===== config.mk =====
export PLATFORM = sky130hd
export DESIGN_NAME = lmx_driver
export DESIGN_NICKNAME = d
export VERILOG_FILES = /design/src/rtl/lmx_pkg.sv /design/src/rtl/lmx_timebase.sv /design/src/rtl/lmx_rate_bank.sv /design/src/rtl/lmx_sequencer.sv /design/src/rtl/lmx_row_builder.sv /design/src/rtl/lmx_driver.sv
export SDC_FILE = /design/constraint.sdc
export NUM_CORES = 1
export LEC_CHECK = 0
export BUFFER_PORTS_ARGS = -buffer_cell sky130_fd_sc_hd__buf_4
export CAP_MARGIN = 30
export CORE_ASPECT_RATIO = 1.25
export CORE_MARGIN = 1
export CORE_UTILIZATION = 69
export DETAILED_ROUTE_END_ITERATION = 10
export MAX_ROUTING_LAYER = met4
export PLACE_DENSITY = 0.84
export SETUP_SLACK_MARGIN = 0.15
export SLEW_MARGIN = 20
export SYNTH_ARGS = -nofsm -noshare
export SYNTH_HDL_FRONTEND = slang
export SYNTH_SLANG_ARGS = --single-unit

===== constraint.sdc =====
create_clock -name clk -period 8.6 [get_ports clk]
set_clock_uncertainty 0.15 [all_clocks]
set_input_delay 1.29 -clock clk [delete_from_list [all_inputs] [get_ports clk]]
set_output_delay 1.29 -clock clk [all_outputs]
set_load 0.005 [all_outputs]

===== src/rtl/lmx_pkg.sv =====
package lmx_pkg;

    localparam int CODE_W   = 4;
    localparam int PAIR_W   = 2 * CODE_W;
    localparam int TB_W     = 15;
    localparam int TAP_LO   = 8;

    typedef logic [CODE_W-1:0] rate_code_t;

    localparam rate_code_t CODE_OFF      = 4'd0;
    localparam rate_code_t CODE_ON       = 4'd1;
    localparam rate_code_t CODE_LAST_POS = 4'd8;

    typedef enum logic [1:0] {
        PH_BLANK = 2'd0,
        PH_LIT   = 2'd1,
        PH_SCAN  = 2'd2
    } drv_phase_e;

    typedef struct packed {
        rate_code_t hi;
        rate_code_t lo;
    } rate_pair_t;

    // Pattern state of one LED for a given code and timebase value.
    function automatic logic flash_on(input rate_code_t code, input logic [TB_W-1:0] tb);
        int tap;
        if (code == CODE_OFF) return 1'b0;
        if (code == CODE_ON)  return 1'b1;
        if (code <= CODE_LAST_POS) begin
            tap = TAP_LO + int'(code) - 2;
            return tb[tap];
        end
        tap = TAP_LO + int'(code) - 9;
        return ~tb[tap];
    endfunction

endpackage


===== src/rtl/lmx_timebase.sv =====
module lmx_timebase
    import lmx_pkg::*;
(
    input  logic            clk,
    input  logic            rst,
    input  logic            tick,
    output logic [TB_W-1:0] tb
);

    always_ff @(posedge clk) begin
        if (rst)       tb <= '0;
        else if (tick) tb <= tb + TB_W'(1);
    end

endmodule


===== src/rtl/lmx_rate_bank.sv =====
module lmx_rate_bank
    import lmx_pkg::*;
#(
    parameter int NLED = 56,
    localparam int NREG = NLED / 2 + 1,
    localparam int AW   = $clog2(NREG)
) (
    input  logic                   clk,
    input  logic                   rst,
    input  logic                   wr_en,
    input  logic [AW-1:0]          wr_addr,
    input  logic [PAIR_W-1:0]      wr_data,
    output logic [NLED*CODE_W-1:0] led_codes,
    output logic [2*CODE_W-1:0]    dir_codes
);

    rate_pair_t bank [NREG];
    logic       addr_ok;

    assign addr_ok = int'(wr_addr) < NREG;

    always_ff @(posedge clk) begin
        if (rst) begin
            for (int i = 0; i < NREG; i++) bank[i] <= '0;
        end else if (wr_en && addr_ok) begin
            bank[wr_addr] <= rate_pair_t'(wr_data);
        end
    end

    for (genvar r = 0; r < NLED / 2; r++) begin : g_map
        assign led_codes[(2*r)*CODE_W   +: CODE_W] = bank[r].lo;
        assign led_codes[(2*r+1)*CODE_W +: CODE_W] = bank[r].hi;
    end

    assign dir_codes = {bank[NREG-1].hi, bank[NREG-1].lo};

endmodule


===== src/rtl/lmx_sequencer.sv =====
module lmx_sequencer
    import lmx_pkg::*;
#(
    parameter int ROWS        = 7,
    parameter int ROW_TICKS   = 48,
    parameter int BLANK_TICKS = 2,
    localparam int ROW_W   = $clog2(ROWS),
    localparam int CNT_MAX = (ROW_TICKS > BLANK_TICKS) ? ROW_TICKS : BLANK_TICKS,
    localparam int CNT_W   = $clog2(CNT_MAX)
) (
    input  logic             clk,
    input  logic             rst,
    input  logic             tick,
    input  logic             scan_done,
    output drv_phase_e       phase,
    output logic [ROW_W-1:0] row,
    output logic             row_start
);

    drv_phase_e       phase_q;
    logic [ROW_W-1:0] row_q;
    logic [CNT_W-1:0] cnt_q;
    logic             blank_end;
    logic             lit_end;
    logic             last_row;

    assign blank_end = (phase_q == PH_BLANK) && tick && (cnt_q == CNT_W'(BLANK_TICKS - 1));
    assign lit_end   = (phase_q == PH_LIT)   && tick && (cnt_q == CNT_W'(ROW_TICKS - 1));
    assign last_row  = (row_q == ROW_W'(ROWS - 1));

    always_ff @(posedge clk) begin
        if (rst) begin
            phase_q <= PH_BLANK;
            row_q   <= '0;
            cnt_q   <= '0;
        end else begin
            unique case (phase_q)
                PH_BLANK: begin
                    if (blank_end) begin
                        phase_q <= PH_LIT;
                        cnt_q   <= '0;
                    end else if (tick) begin
                        cnt_q   <= cnt_q + CNT_W'(1);
                    end
                end
                PH_LIT: begin
                    if (lit_end) begin
                        cnt_q <= '0;
                        if (last_row) begin
                            phase_q <= PH_SCAN;
                        end else begin
                            phase_q <= PH_BLANK;
                            row_q   <= row_q + ROW_W'(1);
                        end
                    end else if (tick) begin
                        cnt_q <= cnt_q + CNT_W'(1);
                    end
                end
                PH_SCAN: begin
                    if (scan_done) begin
                        phase_q <= PH_BLANK;
                        row_q   <= '0;
                        cnt_q   <= '0;
                    end
                end
                default: begin
                    phase_q <= PH_BLANK;
                    row_q   <= '0;
                    cnt_q   <= '0;
                end
            endcase
        end
    end

    assign phase     = phase_q;
    assign row       = row_q;
    assign row_start = blank_end;

endmodule


===== src/rtl/lmx_row_builder.sv =====
module lmx_row_builder
    import lmx_pkg::*;
#(
    parameter int ROWS = 7,
    parameter int COLS = 8,
    localparam int NLED  = ROWS * COLS,
    localparam int ROW_W = $clog2(ROWS)
) (
    input  logic [NLED*CODE_W-1:0] led_codes,
    input  logic [ROW_W-1:0]       row,
    input  logic [TB_W-1:0]        tb,
    output logic [COLS-1:0]        col_next
);

    for (genvar c = 0; c < COLS; c++) begin : g_col
        rate_code_t code_c;
        always_comb begin
            code_c      = led_codes[(int'(row) * COLS + c) * CODE_W +: CODE_W];
            col_next[c] = flash_on(code_c, tb);
        end
    end

endmodule


===== src/rtl/lmx_driver.sv =====
module lmx_driver
    import lmx_pkg::*;
#(
    parameter int ROWS        = 7,
    parameter int COLS        = 8,
    parameter int ROW_TICKS   = 48,
    parameter int BLANK_TICKS = 2,
    localparam int NLED  = ROWS * COLS,
    localparam int NREG  = NLED / 2 + 1,
    localparam int AW    = $clog2(NREG),
    localparam int ROW_W = $clog2(ROWS)
) (
    input  logic              clk,
    input  logic              rst,
    input  logic              slow_tick,
    input  logic              wr_en,
    input  logic [AW-1:0]     wr_addr,
    input  logic [PAIR_W-1:0] wr_data,
    input  logic              scan_done,
    output logic [ROWS-1:0]   row_n,
    output logic [COLS-1:0]   col,
    output logic              pwr_en,
    output logic              msg_led,
    output logic              spk_led,
    output logic              scan_req
);

    logic [TB_W-1:0]        tb;
    logic [NLED*CODE_W-1:0] led_codes;
    logic [2*CODE_W-1:0]    dir_codes;
    drv_phase_e             phase;
    logic [ROW_W-1:0]       row;
    logic                   row_start;
    logic [COLS-1:0]        col_next;
    logic [COLS-1:0]        col_q;
    logic                   msg_q;
    logic                   spk_q;
    logic                   lit;

    lmx_timebase u_tb (
        .clk  (clk),
        .rst  (rst),
        .tick (slow_tick),
        .tb   (tb)
    );

    lmx_rate_bank #(.NLED(NLED)) u_bank (
        .clk       (clk),
        .rst       (rst),
        .wr_en     (wr_en),
        .wr_addr   (wr_addr),
        .wr_data   (wr_data),
        .led_codes (led_codes),
        .dir_codes (dir_codes)
    );

    lmx_sequencer #(
        .ROWS        (ROWS),
        .ROW_TICKS   (ROW_TICKS),
        .BLANK_TICKS (BLANK_TICKS)
    ) u_seq (
        .clk       (clk),
        .rst       (rst),
        .tick      (slow_tick),
        .scan_done (scan_done),
        .phase     (phase),
        .row       (row),
        .row_start (row_start)
    );

    lmx_row_builder #(.ROWS(ROWS), .COLS(COLS)) u_build (
        .led_codes (led_codes),
        .row       (row),
        .tb        (tb),
        .col_next  (col_next)
    );

    // Patterns are frozen at the edge that lights a row.
    always_ff @(posedge clk) begin
        if (rst) begin
            col_q <= '0;
            msg_q <= 1'b0;
            spk_q <= 1'b0;
        end else if (row_start) begin
            col_q <= col_next;
            msg_q <= flash_on(dir_codes[CODE_W-1:0], tb);
            spk_q <= flash_on(dir_codes[2*CODE_W-1:CODE_W], tb);
        end
    end

    assign lit      = (phase == PH_LIT);
    assign row_n    = lit ? ~(ROWS'(1) << row) : '1;
    assign col      = lit ? col_q : '0;
    assign pwr_en   = lit;
    assign scan_req = (phase == PH_SCAN);
    assign msg_led  = msg_q;
    assign spk_led  = spk_q;

endmodule


==> results of run 1 <==
-- cell families after synthesis --
group                      count (synthesis)  synth area share
AOI/OAI and AO/OA                        177            0.0841
xor gates and xnor gates                  28            0.0152
DFF                                      268             0.478
buffers and inverters                    124            0.0398
and+or+nand+nor                          523             0.185
adders and majority gates                 51            0.0397
muxes                                    171             0.158
-- per-layer routing --
layer,part of all wire,vias up,wire length [µm]
met5,0,-,0
met4,0.037,0,1470
met3,0.093,130,3690
met2,0.50,626,19600
met1,0.37,5476,14800
li1,-,4900,-
-- worst reg2reg max path, cell delays in order (launching register included) --
cell,delay [ns]
dfxtp_4,0.81
buf_4,0.61
nor2b_2,0.23
buf_4,0.24
a221o_1,0.38
nand2_2,0.23
ha_1,0.19
inv_1,0.04
o31ai_1,0.34
xor2_1,0.13
nor4bb_1,0.16
a31o_1,0.18
or4_1,0.50
-- per-stage QoR --
step                instance area (µm²)  total power [mW]   util
finish                            17200              2.90  0.749
global placement                  16300              1.76  0.710
CTS                               17200              2.90  0.748
detailed placement                16300              1.77  0.710
global route                      17200              2.98  0.749
floorplan                         16100              1.69      -
-- cell usage in the layout, fill, tap and decap left out, types with 10 or more instances in the layout --
cell         n
mux4_2      50
nor2_1      63
edfxtp_1   232
nand2b_1    13
mux2_2      34
nand3b_1    10
a211oi_1    11
nor3_1      12
nand3_1     15
and2_1     248
o21ai_0     23
ha_1        51
mux2i_1     69
a221oi_1    21
inv_1       21
nand2_1     64
clkbuf_16   27
clkinv_1    10
dfxtp_1     34
buf_4       48
a221o_1     18
or2_2       30
xor2_1      23
nor2b_1     16
a21oi_1     37
-- layout make-up --
type                            instances  area (µm²)  area share
Multi-Input combinational cell        950        7760       0.451
Sequential cell                       268        7690       0.447
Clock buffer                           28         679      0.0395
Timing Repair Buffer                   50         390      0.0227
Tap cell                              288         360      0.0210
Clock inverter                         20         175      0.0102
Inverter                               30         143     0.00829
-- state kept, by name (all words and copies together) (netlist names) --
name / count
u_bank.bank: 232
u_tb.tb: 15
u_seq.cnt_q: 6
u_seq.phase: 2
spk_led: 1
u_seq.row: 3
col_q: 8
msg_led: 1
-- worst paths after layout --
kind | from | endpoint | slack, ns | cells past startpoint
max | u_seq.row[1] | col_q[0] | 4.28 | 12
min | msg_led | msg_led | 0.32 | 2
max reg2reg | u_seq.row[1] | col_q[0] | 4.28 | 12
min reg2reg | msg_led | msg_led | 0.32 | 2
-- power groups by stage --
stage / Combinational, mW / Sequential (mW) / Clock (mW)
2_1_floorplan: 0.179 / 1.51 / 0
3_3_place_gp: 0.231 / 1.53 / 0
3_5_place_dp: 0.238 / 1.53 / 0
4_1_cts: 0.239 / 1.50 / 1.16
5_1_grt: 0.261 / 1.51 / 1.21
6_report: 0.242 / 1.50 / 1.15
==> summary.txt, run 1 <==
Worst hold path
  – HP Class: reg2reg

CTS
  – CTS Hold Bufs: 0
  – Sink Count: between 200 and 300
  – Postcts setup bufs: 0
  – Post_cts resized: 0
  – CTS Root Cell: clkbuf_16
  – CTS H-Tree Depth: 1
  – CTS tree: yes
  – Clock Latency Late Sink: between 0.5 and 0.6 ns
  – Max Buffers Root-to-Sink: 3
  – CTS Buf Count: 26
  – Clk slew on worst S/H paths: 0.07 ns

Timing
  – FMAX: approximately 230 MHz
  – Worst slew margin: 0.311
  – Setup_tns: 0 ns
  – Tmin final: approximately 4.3 ns
  – Worst slew pin tran: 1.03 ns
  – Fin Hold WS: approximately 0.32 ns
  – Fin worst setup slack: roughly 4.3 ns
  – Fin. Hold Viols: 0
  – Max-slew violations: 0
  – Period utilization: 0.503
  – RSZ-0062 raised after global routing: no
  – Final setup violation count: 0

Finish
  – Syn-to-layout area delta: 6.93%
  – # diodes: 0
  – Share of cells above drive strength 1: 0.183
  – Nets: 1,395
  – Non-Filler Instances: 1,634
  – Number of fill cells in the layout: 1,504

Synth
  – Area contributors post-synth: edfxtp_1 (43%), and2_1 (9.6%), mux4_2 (7.0%)
  – EDFF count, synth: 232
  – Most common library cells after synthesis: and2_1 (248), edfxtp_1 (232), mux2i_1 (69), clkbuf_1 (67), nand2_1 (64)
  – Avg Cell Area, Syn: 12.0 µm²
  – Post-synth top area share: 0.433
  – Syn_nets: 1,411
  – Mapped Area: 16,100 µm²
  – Synth area leader: edfxtp_1
  – Post-synthesis cell type count: 78
  – Post-synth ARST share: 0
  – YS warnings: 0
  – Cells after Synth: 1,342
  – Count leader, synth: and2_1
  – Sequential-to-total area share from yosys stat: 0.478
  – Yosys reg bits: 268
  – Top_reg_cell synth: edfxtp_1

GRT
  – Total Routing Usage GR: 0.347
  – GRT met1 Usage: 0.446
  – Initial antenna violation count: 0
  – Global-route wire length before repair: approximately 62,000 µm
  – Gr busiest metal: met2
  – Met2 GRT Util: 0.567
  – Grt ovf: 0
  – Largest net degree at the start of global routing: 61
  – Vias in the first global route: roughly 11,000
  – Met3 usage: 0.0523

Floorplan
  – I/O Pins: 37
  – Die height: 173 µm
  – # rows: 62
  – Core box area: 23,000 µm²
  – Die W: approximately 140 µm
  – Die ar.: 23,900 µm²
  – Initial Utilization: 0.700

Placement
  – IO Port Bufs: 36
  – Cells after DPL: 1,584
  – DP Worst Slack: about 4.3 ns
  – Final Wtd Congestion: 0.899
  – HPWL Detailed: around 26,000 µm

Setup path
  – Delay-heaviest family, CP: simple AND/OR/NAND/NOR gates
  – Crit-path max FO: 47
  – CP max-delay cell: dfxtp_4
  – CP Launch Type: flip-flop
  – Most frequent CP cell: buf_4
  – Crit path kind: reg2reg
  – Critical Path Max Stage Delay: 0.81 ns
  – Buf/Inv on CP: 3
  – Worst path required time: 8.86 ns
  – CP arrival: 4.58 ns
  – Critical Path Sink Type: flip-flop
  – CP Cell Sequence: buf_4, nor2b_2, buf_4, a221o_1, nand2_2, ha_1, inv_1, o31ai_1, xor2_1, nor4bb_1, a31o_1, or4_1

Power
  – Switching Share: 0.232
  – Maximum vdd ir drop: around 210 µV
  – Net Sw Power: 0.672 mW
  – Clock power share: 0.397
  – Pwr Density: 169 nW/µm²
  – Portion of total power attributed to sequential cells: 0.519
  – Leak: 6.20 nW
  – Internal Power: 2.23 mW
  – Combinational fraction of design power: 0.084

Outcome
  – Failing checks: DRC
  – Status: finished with violations

Route
  – Drt total wl: slightly below 40,000 µm
  – DR iter-0 viols: 1,121
  – Post-route ant nets: 0
  – Total number of vias: 11,132
  – DR WL/cell: 24.2 µm
  – Avg Vias per Cell: ~7
  – Initial DRT Pass Iterations: 9
  – DRC Markers: 6

Flow run
  – Maxcap violations: 0
Power figures use the tool's default switching activity.
==> run 2, diff against run 1 <==
--- a/config.mk
+++ b/config.mk
@@ -9,10 +9,10 @@
 export CAP_MARGIN = 30
 export CORE_ASPECT_RATIO = 1.25
 export CORE_MARGIN = 1
-export CORE_UTILIZATION = 69
+export CORE_UTILIZATION = 64
 export DETAILED_ROUTE_END_ITERATION = 10
 export MAX_ROUTING_LAYER = met4
-export PLACE_DENSITY = 0.84
+export PLACE_DENSITY = 0.78
 export SETUP_SLACK_MARGIN = 0.15
 export SLEW_MARGIN = 20
 export SYNTH_ARGS = -nofsm -noshare
==> constraint.sdc (replaced) <==
create_clock -name clk -period 4.2 [get_ports clk]
set_clock_uncertainty 0.15 [all_clocks]
set_input_delay 0.63 -clock clk [delete_from_list [all_inputs] [get_ports clk]]
set_output_delay 0.63 -clock clk [all_outputs]
set_load 0.005 [all_outputs]
==> run 2 against run 1 <==
The run now ends clean. Final area is 0.99% higher. Flip-flop and latch count is the same. Largest power group unchanged. Sequential share of layout area is 0.44 points lower. Register-to-register slack worse by 3.8 ns. Global-route usage shrank 1.7 points.
==> summary.txt, run 2 (synthesized netlist as in run 1, its figures left out) <==
Timing
  – Worst slew pin tran: 0.998 ns (was 1.03 ns)
  – RSZ-0062 raised after global routing: no (unchanged)
  – FMAX: 267 MHz (was 231 MHz)
  – Fin. Hold Viols: 0 (unchanged)
  – Tmin final: 3.75 ns (was 4.32 ns)
  – Setup_tns: 0 ns (unchanged)
  – Worst slew margin: 0.334 (was 0.311)
  – Max-slew violations: 0 (unchanged)
  – Period utilization: 0.892 (was 0.503)
  – Final setup violation count: 0 (unchanged)

Finish
  – Share of cells above drive strength 1: 0.193 (was 0.183)
  – # diodes: 0 (unchanged)
  – Largest registers: u_bank.bank (232), u_tb.tb (15), col_q (8) (unchanged)
  – Layout Utilization: 0.706 (was 0.749)
  – Most common cell after layout, fill and taps aside: and2_1 (unchanged)
  – Largest register FFs: 232 (unchanged)
  – Most frequent cells in the layout: and2_1 (248), edfxtp_1 (232), buf_4 (70), mux2i_1 (69), nand2_1 (64) (was and2_1 (248), edfxtp_1 (232), mux2i_1 (69), nand2_1 (64), nor2_1 (63))
  – Nets: 1,416 (was 1,395)
  – Number of fill cells in the layout: 1,741 (was 1,504)
  – Syn-to-layout area delta: 7.99% (was 6.93%)
  – Largest Register: u_bank.bank (unchanged)

Floorplan
  – Initial Utilization: 0.654 (was 0.700)
  – I/O Pins: 37 (unchanged)
  – Die height: 179 µm (was 173 µm)
  – Die ar.: 25,800 µm² (was 23,900 µm²)
  – # rows: 64 (was 62)
  – Die W: 144 µm (was 139 µm)
  – Core box area: 24,600 µm² (was 23,000 µm²)

Route
  – DR iter-0 viols: 925 (was 1,121)
  – Drt total wl: 39,800 µm (was 39,600 µm)
  – Total number of vias: 10,978 (was 11,132)
  – Avg Vias per Cell: 6.47 (was 6.81)
  – Initial DRT Pass Iterations: 5 (was 9)
  – DRC Markers: 0 (was 6)
  – Post-route ant nets: 0 (unchanged)
  – DR WL/cell: 23.5 µm (was 24.2 µm)

Power
  – Pwr Density: 339 nW/µm² (was 169 nW/µm²)
  – Pwr Total: 5.89 mW (was 2.90 mW)
  – Maximum vdd ir drop: 361 µV (was 206 µV)
  – Leak: 6.29 nW (was 6.20 nW)

GRT
  – Total Routing Usage GR: 0.330 (was 0.347)
  – Vias in the first global route: 10,779 (was 10,847)
  – Grt ovf: 0 (unchanged)
  – Largest net degree at the start of global routing: 61 (unchanged)
  – Initial antenna violation count: 0 (unchanged)
  – Global-route wire length before repair: 61,200 µm (was 61,700 µm)

CTS
  – CTS Hold Bufs: 0 (unchanged)
  – Postcts setup bufs: 0 (unchanged)
  – CTS H-Tree Depth: 1 (unchanged)
  – Clock Latency Late Sink: 0.54 ns (about the same)
  – Clk slew on worst S/H paths: 0.07 ns (about the same)
  – CTS Root Cell: clkbuf_16 (unchanged)
  – Sink Count: 268 (unchanged)
  – Post_cts resized: 0 (unchanged)
  – Max Buffers Root-to-Sink: 3 (unchanged)
  – CTS Buf Count: 27 (was 26)
  – CTS tree: yes (unchanged)

Flow run
  – Maxcap violations: 0 (unchanged)

Setup path
  – CP max-delay cell: nor2b_1 (was dfxtp_4)
  – Crit-path max FO: 19 (was 47)
  – Critical Path Max Stage Delay: 0.77 ns (was 0.81 ns)
  – Crit path kind: reg2reg (unchanged)
  – CP Launch Type: flip-flop (unchanged)
  – Critical Path Sink Type: flip-flop (unchanged)
  – Worst path required time: 4.45 ns (was 8.86 ns)
  – CP Cell Sequence: nor2b_1, a22oi_2, nand2_2, ha_1, inv_1, o31ai_1, xor2_1, nor4bb_1, a31o_1, or4_1 (was buf_4, nor2b_2, buf_4, a221o_1, nand2_2, ha_1, inv_1, o31ai_1, xor2_1, nor4bb_1, a31o_1, or4_1)
  – CP arrival: 4.00 ns (was 4.58 ns)

Placement
  – Final Wtd Congestion: 0.879 (was 0.899)
  – IO Port Bufs: 36 (unchanged)
  – HPWL Detailed: 27,300 µm (was 26,400 µm)

Worst hold path
  – HP Class: in2reg (was reg2reg)

Outcome
  – Status: complete, no violations (was finished with violations)
## run 2: path summary, 6_finish.rpt
path / startpoint / to / slack, ns / depth (start not counted)
setup / recovery: u_seq.row[0] / col_q[0] / 0.45 / 10
hold / removal: slow_tick / u_seq.cnt_q[0] / 0.31 / 3
setup reg to reg: u_seq.row[0] / col_q[0] / 0.45 / 10
hold reg to reg: msg_led / msg_led / 0.34 / 2
## run 2: final cells by class
class	count	area (µm²)	share of cell area
Clock buffer	31	691	0.0398
Clock inverter	18	146	0.00843
Multi-Input combinational cell	950	7760	0.447
Timing Repair Buffer	70	526	0.0303
Sequential cell	268	7690	0.443
Inverter	30	143	0.00821
Tap cell	330	413	0.0238
## run 2: routing by layer
metal / up-vias / wire length (µm) / track usage
met1: 5374 / 15500 / 0.409
met4: 0 / 1830 / 0.143
met5: - / 0 / -
li1: 4949 / - / -
met2: 522 / 19000 / 0.530
met3: 133 / 3530 / 0.0620
## run 2: worst max-delay path, delay by kind of cell, from the launching register on
kind / cells / cell delay, ns
AND/OR/NAND/NOR: 4 / 1.73
AO/OA/AOI/OAI: 3 / 0.74
flip-flops: 1 / 0.63
adder cells (fa/ha/maj): 1 / 0.19
XOR/XNOR: 1 / 0.12
buffers and inverters: 1 / 0.04
## run 2: power by group
part           internal (mW)  switching [mW]  total, mW
Sequential              3.02          0.0611       3.08
Combinational          0.192           0.305      0.497
Clock                   1.30            1.02       2.32
## run 2: metrics by stage
stage	cells	setup slack, ns	hold slack [ns]	area (µm²)
detailed placement	1648	0.482	0.334	16500
finish	1697	0.452	0.313	17400
floorplan	1342	0.585	0.300	16100
global route	1697	0.270	0.334	17400
CTS	1697	0.473	0.300	17400
global placement	1648	0.573	0.310	16500
==> run 3, diff against run 2 <==
--- a/config.mk
+++ b/config.mk
@@ -5,6 +5,7 @@
 export SDC_FILE = /design/constraint.sdc
 export NUM_CORES = 1
 export LEC_CHECK = 0
+export ABC_AREA = 1
 export BUFFER_PORTS_ARGS = -buffer_cell sky130_fd_sc_hd__buf_4
 export CAP_MARGIN = 30
 export CORE_ASPECT_RATIO = 1.25
==> run 3 against run 2 <==
Worst hold slack worse by 0.051 ns. Combinational power grew to 3.6 times the previous value. Flip-flop and latch count stayed put. Global-route usage is 2.9 points higher. Total power up 25%. Final cell count increased by 44%. Register-to-register slack better by 0.29 ns. Highest routed layer unchanged. Final area increased by 0.40%. Sequential power hardly changed. First-iteration DRC count grew 64%. Die area up 1.5%. Largest power group unchanged. Maximum frequency rose by 8.5%.
==> summary.txt, run 3 <==
Placement
  – Final Wtd Congestion: 0.958 (was 0.879)
  – IO Port Bufs: 36 (unchanged)
  – HPWL Detailed: 28,600 µm (was 27,300 µm)
  – Dpl cell area: 16,500 µm² (about the same)
  – Cells after DPL: 2,388 (was 1,648)

GRT
  – Vias in the first global route: 13,191 (was 10,779)
  – Initial antenna violation count: 0 (unchanged)
  – Largest net degree at the start of global routing: 102 (was 61)
  – Global-route wire length before repair: 69,800 µm (was 61,200 µm)
  – Grt ovf: 0 (unchanged)
  – Total Routing Usage GR: 0.359 (was 0.330)

Route
  – DR WL/cell: 18.3 µm (was 23.5 µm)
  – Post-route ant nets: 0 (unchanged)
  – Total number of vias: 14,346 (was 10,978)
  – Drt total wl: 44,700 µm (was 39,800 µm)
  – Initial DRT Pass Iterations: 8 (was 5)
  – Avg Vias per Cell: 5.88 (was 6.47)
  – DRC Markers: 0 (unchanged)
  – DR iter-0 viols: 1,516 (was 925)

Synth
  – Mapped Area: 16,300 µm² (was 16,100 µm²)
  – Post-synthesis cell type count: 45 (was 78)
  – Largest family of logic cells by synthesized area: simple AND/OR/NAND/NOR gates (unchanged)
  – Most common library cells after synthesis: nand2_1 (499), nor2_1 (442), edfxtp_1 (232), nand3_1 (213), inv_1 (156) (was and2_1 (248), edfxtp_1 (232), mux2i_1 (69), clkbuf_1 (67), nand2_1 (64))
  – Post-synthesis compound-gate area fraction: 0.0916 (was 0.0841)
  – Top_reg_cell synth: edfxtp_1 (unchanged)
  – Yosys reg bits: 268 (unchanged)
  – Synth area leader: edfxtp_1 (unchanged)
  – YS warnings: 0 (unchanged)
  – Mux contribution to synthesized area: 0 (was 0.158)
  – Post-Synth Adder-Cell Area: 0.0391 (was 0.0397)
  – Area contributors post-synth: edfxtp_1 (43%), nand2_1 (11%), nor2_1 (10%) (was edfxtp_1 (43%), and2_1 (9.6%), mux4_2 (7.0%))
  – Sequential-to-total area share from yosys stat: 0.471 (was 0.478)
  – Syn_nets: 2,178 (was 1,411)
  – Avg Cell Area, Syn: 7.74 µm² (was 12.0 µm²)
  – Cells after Synth: 2,109 (was 1,342)
  – Synth Area in Simple Gates: 0.313 (was 0.185)
  – Count leader, synth: nand2_1 (was and2_1)
  – Post-synth top area share: 0.427 (was 0.433)
  – EDFF count, synth: 232 (unchanged)
  – Synth Area in XOR/XNOR: 0.00375 (was 0.0152)
  – Post-synth ARST share: 0 (unchanged)

Setup path
  – R2R depth: 15 (was 10)
  – Crit-path max FO: 101 (was 19)
  – CP Cell Sequence: inv_6, nand2_1, nand3_1, nand3_2, nand2_4, ha_1, inv_1, o21ai_0, nand3_1, nand3b_1, nand2_1, nand2_1, nand3_1, nand2_1, a21oi_1 (was nor2b_1, a22oi_2, nand2_2, ha_1, inv_1, o31ai_1, xor2_1, nor4bb_1, a31o_1, or4_1)
  – Buf/Inv on CP: 2 (was 1)
  – Delay-heaviest family, CP: simple AND/OR/NAND/NOR gates (unchanged)
  – Critical Path Sink Type: flip-flop (unchanged)
  – Most frequent CP cell: nand2_1
  – CP Launch Type: flip-flop (unchanged)
  – Critical Path Max Stage Delay: 0.57 ns (was 0.77 ns)
  – CP arrival: 3.78 ns (was 4.00 ns)
  – Worst R2R Start: u_seq.row[0] (unchanged)
  – CP max-delay cell: inv_6 (was nor2b_1)
  – FF-to-FF End: col_q[0] (unchanged)
  – R2r setup slk: 0.75 ns (was 0.45 ns)
  – Worst path required time: 4.53 ns (was 4.45 ns)
  – Crit path kind: reg2reg (unchanged)

Timing
  – Max-slew violations: 0 (unchanged)
  – Final setup violation count: 0 (unchanged)
  – Fin Hold WS: 0.262 ns (was 0.313 ns)
  – FMAX: 290 MHz (was 267 MHz)
  – Period utilization: 0.822 (was 0.892)
  – Worst slew margin: 0.441 (was 0.334)
  – Setup_tns: 0 ns (unchanged)
  – Fin. Hold Viols: 0 (unchanged)
  – Worst slew pin tran: 0.838 ns (was 0.998 ns)
  – Tmin final: 3.45 ns (was 3.75 ns)
  – RSZ-0062 raised after global routing: no (unchanged)

Worst hold path
  – HP Start: scan_done (was slow_tick)
  – Hold Path Cell Cnt: 4 (was 3)
  – HP Class: in2reg (unchanged)
  – Endpoint, Worst Hold: u_seq.cnt_q[4] (was u_seq.cnt_q[0])

Floorplan
  – # rows: 65 (was 64)
  – I/O Pins: 37 (unchanged)
  – Die W: 145 µm (was 144 µm)
  – Die height: 181 µm (was 179 µm)
  – Die ar.: 26,200 µm² (was 25,800 µm²)
  – Initial Utilization: 0.650 (was 0.654)
  – Core box area: 25,100 µm² (was 24,600 µm²)

Power
  – Net Sw Power: 2.36 mW (was 1.38 mW)
  – Switching Share: 0.321 (was 0.234)
  – Internal Power: 4.99 mW (was 4.51 mW)
  – Leak: 7.48 nW (was 6.29 nW)
  – Combinational fraction of design power: 0.246 (was 0.084)
  – Pwr Density: 422 nW/µm² (was 339 nW/µm²)
  – Maximum vdd ir drop: 444 µV (was 361 µV)
  – Clock power share: 0.332 (was 0.393)
  – Portion of total power attributed to sequential cells: 0.422 (was 0.522)

CTS
  – Clk slew on worst S/H paths: 0.07 ns (about the same)
  – Max Buffers Root-to-Sink: 3 (unchanged)
  – CTS H-Tree Depth: 1 (unchanged)
  – CTS tree: yes (unchanged)
  – CTS Root Cell: clkbuf_16 (unchanged)
  – CTS Buf Count: 28 (was 27)
  – Postcts setup bufs: 0 (unchanged)
  – Clock Latency Late Sink: 0.55 ns (was 0.54 ns)
  – Post_cts resized: 0 (unchanged)
  – CTS Hold Bufs: 0 (unchanged)
  – Sink Count: 268 (unchanged)

Flow run
  – Maxcap violations: 0 (unchanged)

Finish
  – Largest registers: u_bank.bank (232), u_tb.tb (15), col_q (8) (unchanged)
  – Final Cell Area: 17,400 µm² (about the same)
  – Largest register FFs: 232 (unchanged)
  – Most frequent cells in the layout: nand2_1 (499), nor2_1 (442), edfxtp_1 (232), nand3_1 (213), inv_1 (154) (was and2_1 (248), edfxtp_1 (232), buf_4 (70), mux2i_1 (69), nand2_1 (64))
  – Layout Utilization: 0.694 (was 0.706)
  – Most common cell after layout, fill and taps aside: nand2_1 (was and2_1)
  – # diodes: 0 (unchanged)
  – Share of cells above drive strength 1: 0.0732 (was 0.193)
  – Nets: 2,152 (was 1,416)
  – Syn-to-layout area delta: 6.77% (was 7.99%)
  – Largest Register: u_bank.bank (unchanged)
  – Non-Filler Instances: 2,440 (was 1,697)

Outcome
  – Status: complete, no violations (unchanged)
run 3: cell types whose count changed after synthesis, sizes merged, moves of 43 or more:
cell | previous run | this run
a21oi | 37 | 80
and2 | 248 | 0
inv | 28 | 170
mux2 | 44 | 0
mux2i | 69 | 0
mux4 | 58 | 0
nand2 | 67 | 513
nand3 | 15 | 227
nor2 | 64 | 443
o21ai | 23 | 153
run 3: per-stage QoR:
step / setup WS, ns / total power [mW]
after global routing: 0.500 / 7.71
after detailed placement: 0.899 / 4.92
after CTS: 0.846 / 7.32
after floorplan: 1.66 / 4.56
after global placement: 0.839 / 4.88
final: 0.746 / 7.35
run 3: layout make-up:
type / instances / area [µm²]
timing repair buffer: 56 / 433
clock inverter: 21 / 171
multi-input combinational: 1550 / 7310
sequential: 268 / 7690
tap: 335 / 419
inverter: 179 / 679
clock buffer: 31 / 733
fill: 2040 / 7690
run 3: power by group through the flow:
stage | registers (mW) | clock network, mW | logic [mW]
after floorplan | 3.11 | 0 | 1.44
after global placement | 3.15 | 0 | 1.73
after detailed placement | 3.15 | 0 | 1.77
after CTS | 3.10 | 2.45 | 1.78
after global routing | 3.11 | 2.55 | 2.04
final | 3.10 | 2.44 | 1.81
run 3: worst register-to-register path, delay by kind of cell, from the launching register on:
kind | cells | cell delay, ns
adders and majority gates | 1 | 0.34
buffers and inverters | 2 | 0.74
DFF | 1 | 0.53
and+or+nand+nor | 10 | 1.40
AOI/OAI and AO/OA | 2 | 0.22
run 3: cells by family after synthesis:
logic type,after synthesis
AOI/OAI and AO/OA,274
xor gates and xnor gates,7
adders and majority gates,51
buffers and inverters,291
DFF,268
and+or+nand+nor,1218
run 3: worst max-delay path by stage:
| stage | depth (start not counted) | end | slack, ns | start |
|---|---|---|---|---|
| final | 15 | col_q[0] | 0.75 | u_seq.row[0] |
| after global routing | 15 | col_q[0] | 0.50 | u_seq.row[0] |
| after CTS | 15 | col_q[0] | 0.85 | u_seq.row[0] |
| after detailed placement | 15 | col_q[0] | 0.90 | u_seq.row[0] |
| after global placement | 15 | col_q[0] | 0.84 | u_seq.row[0] |
| after floorplan | 19 | col_q[3] | 1.66 | u_seq.row[1] |
run 3: routing by layer:
layer,up-vias,part of all wire,global-route usage
li1,6900,-,-
met1,6552,0.40,0.476
met2,768,0.47,0.567
met3,126,0.093,0.0345
met4,0,0.036,0.139
met5,-,0,-
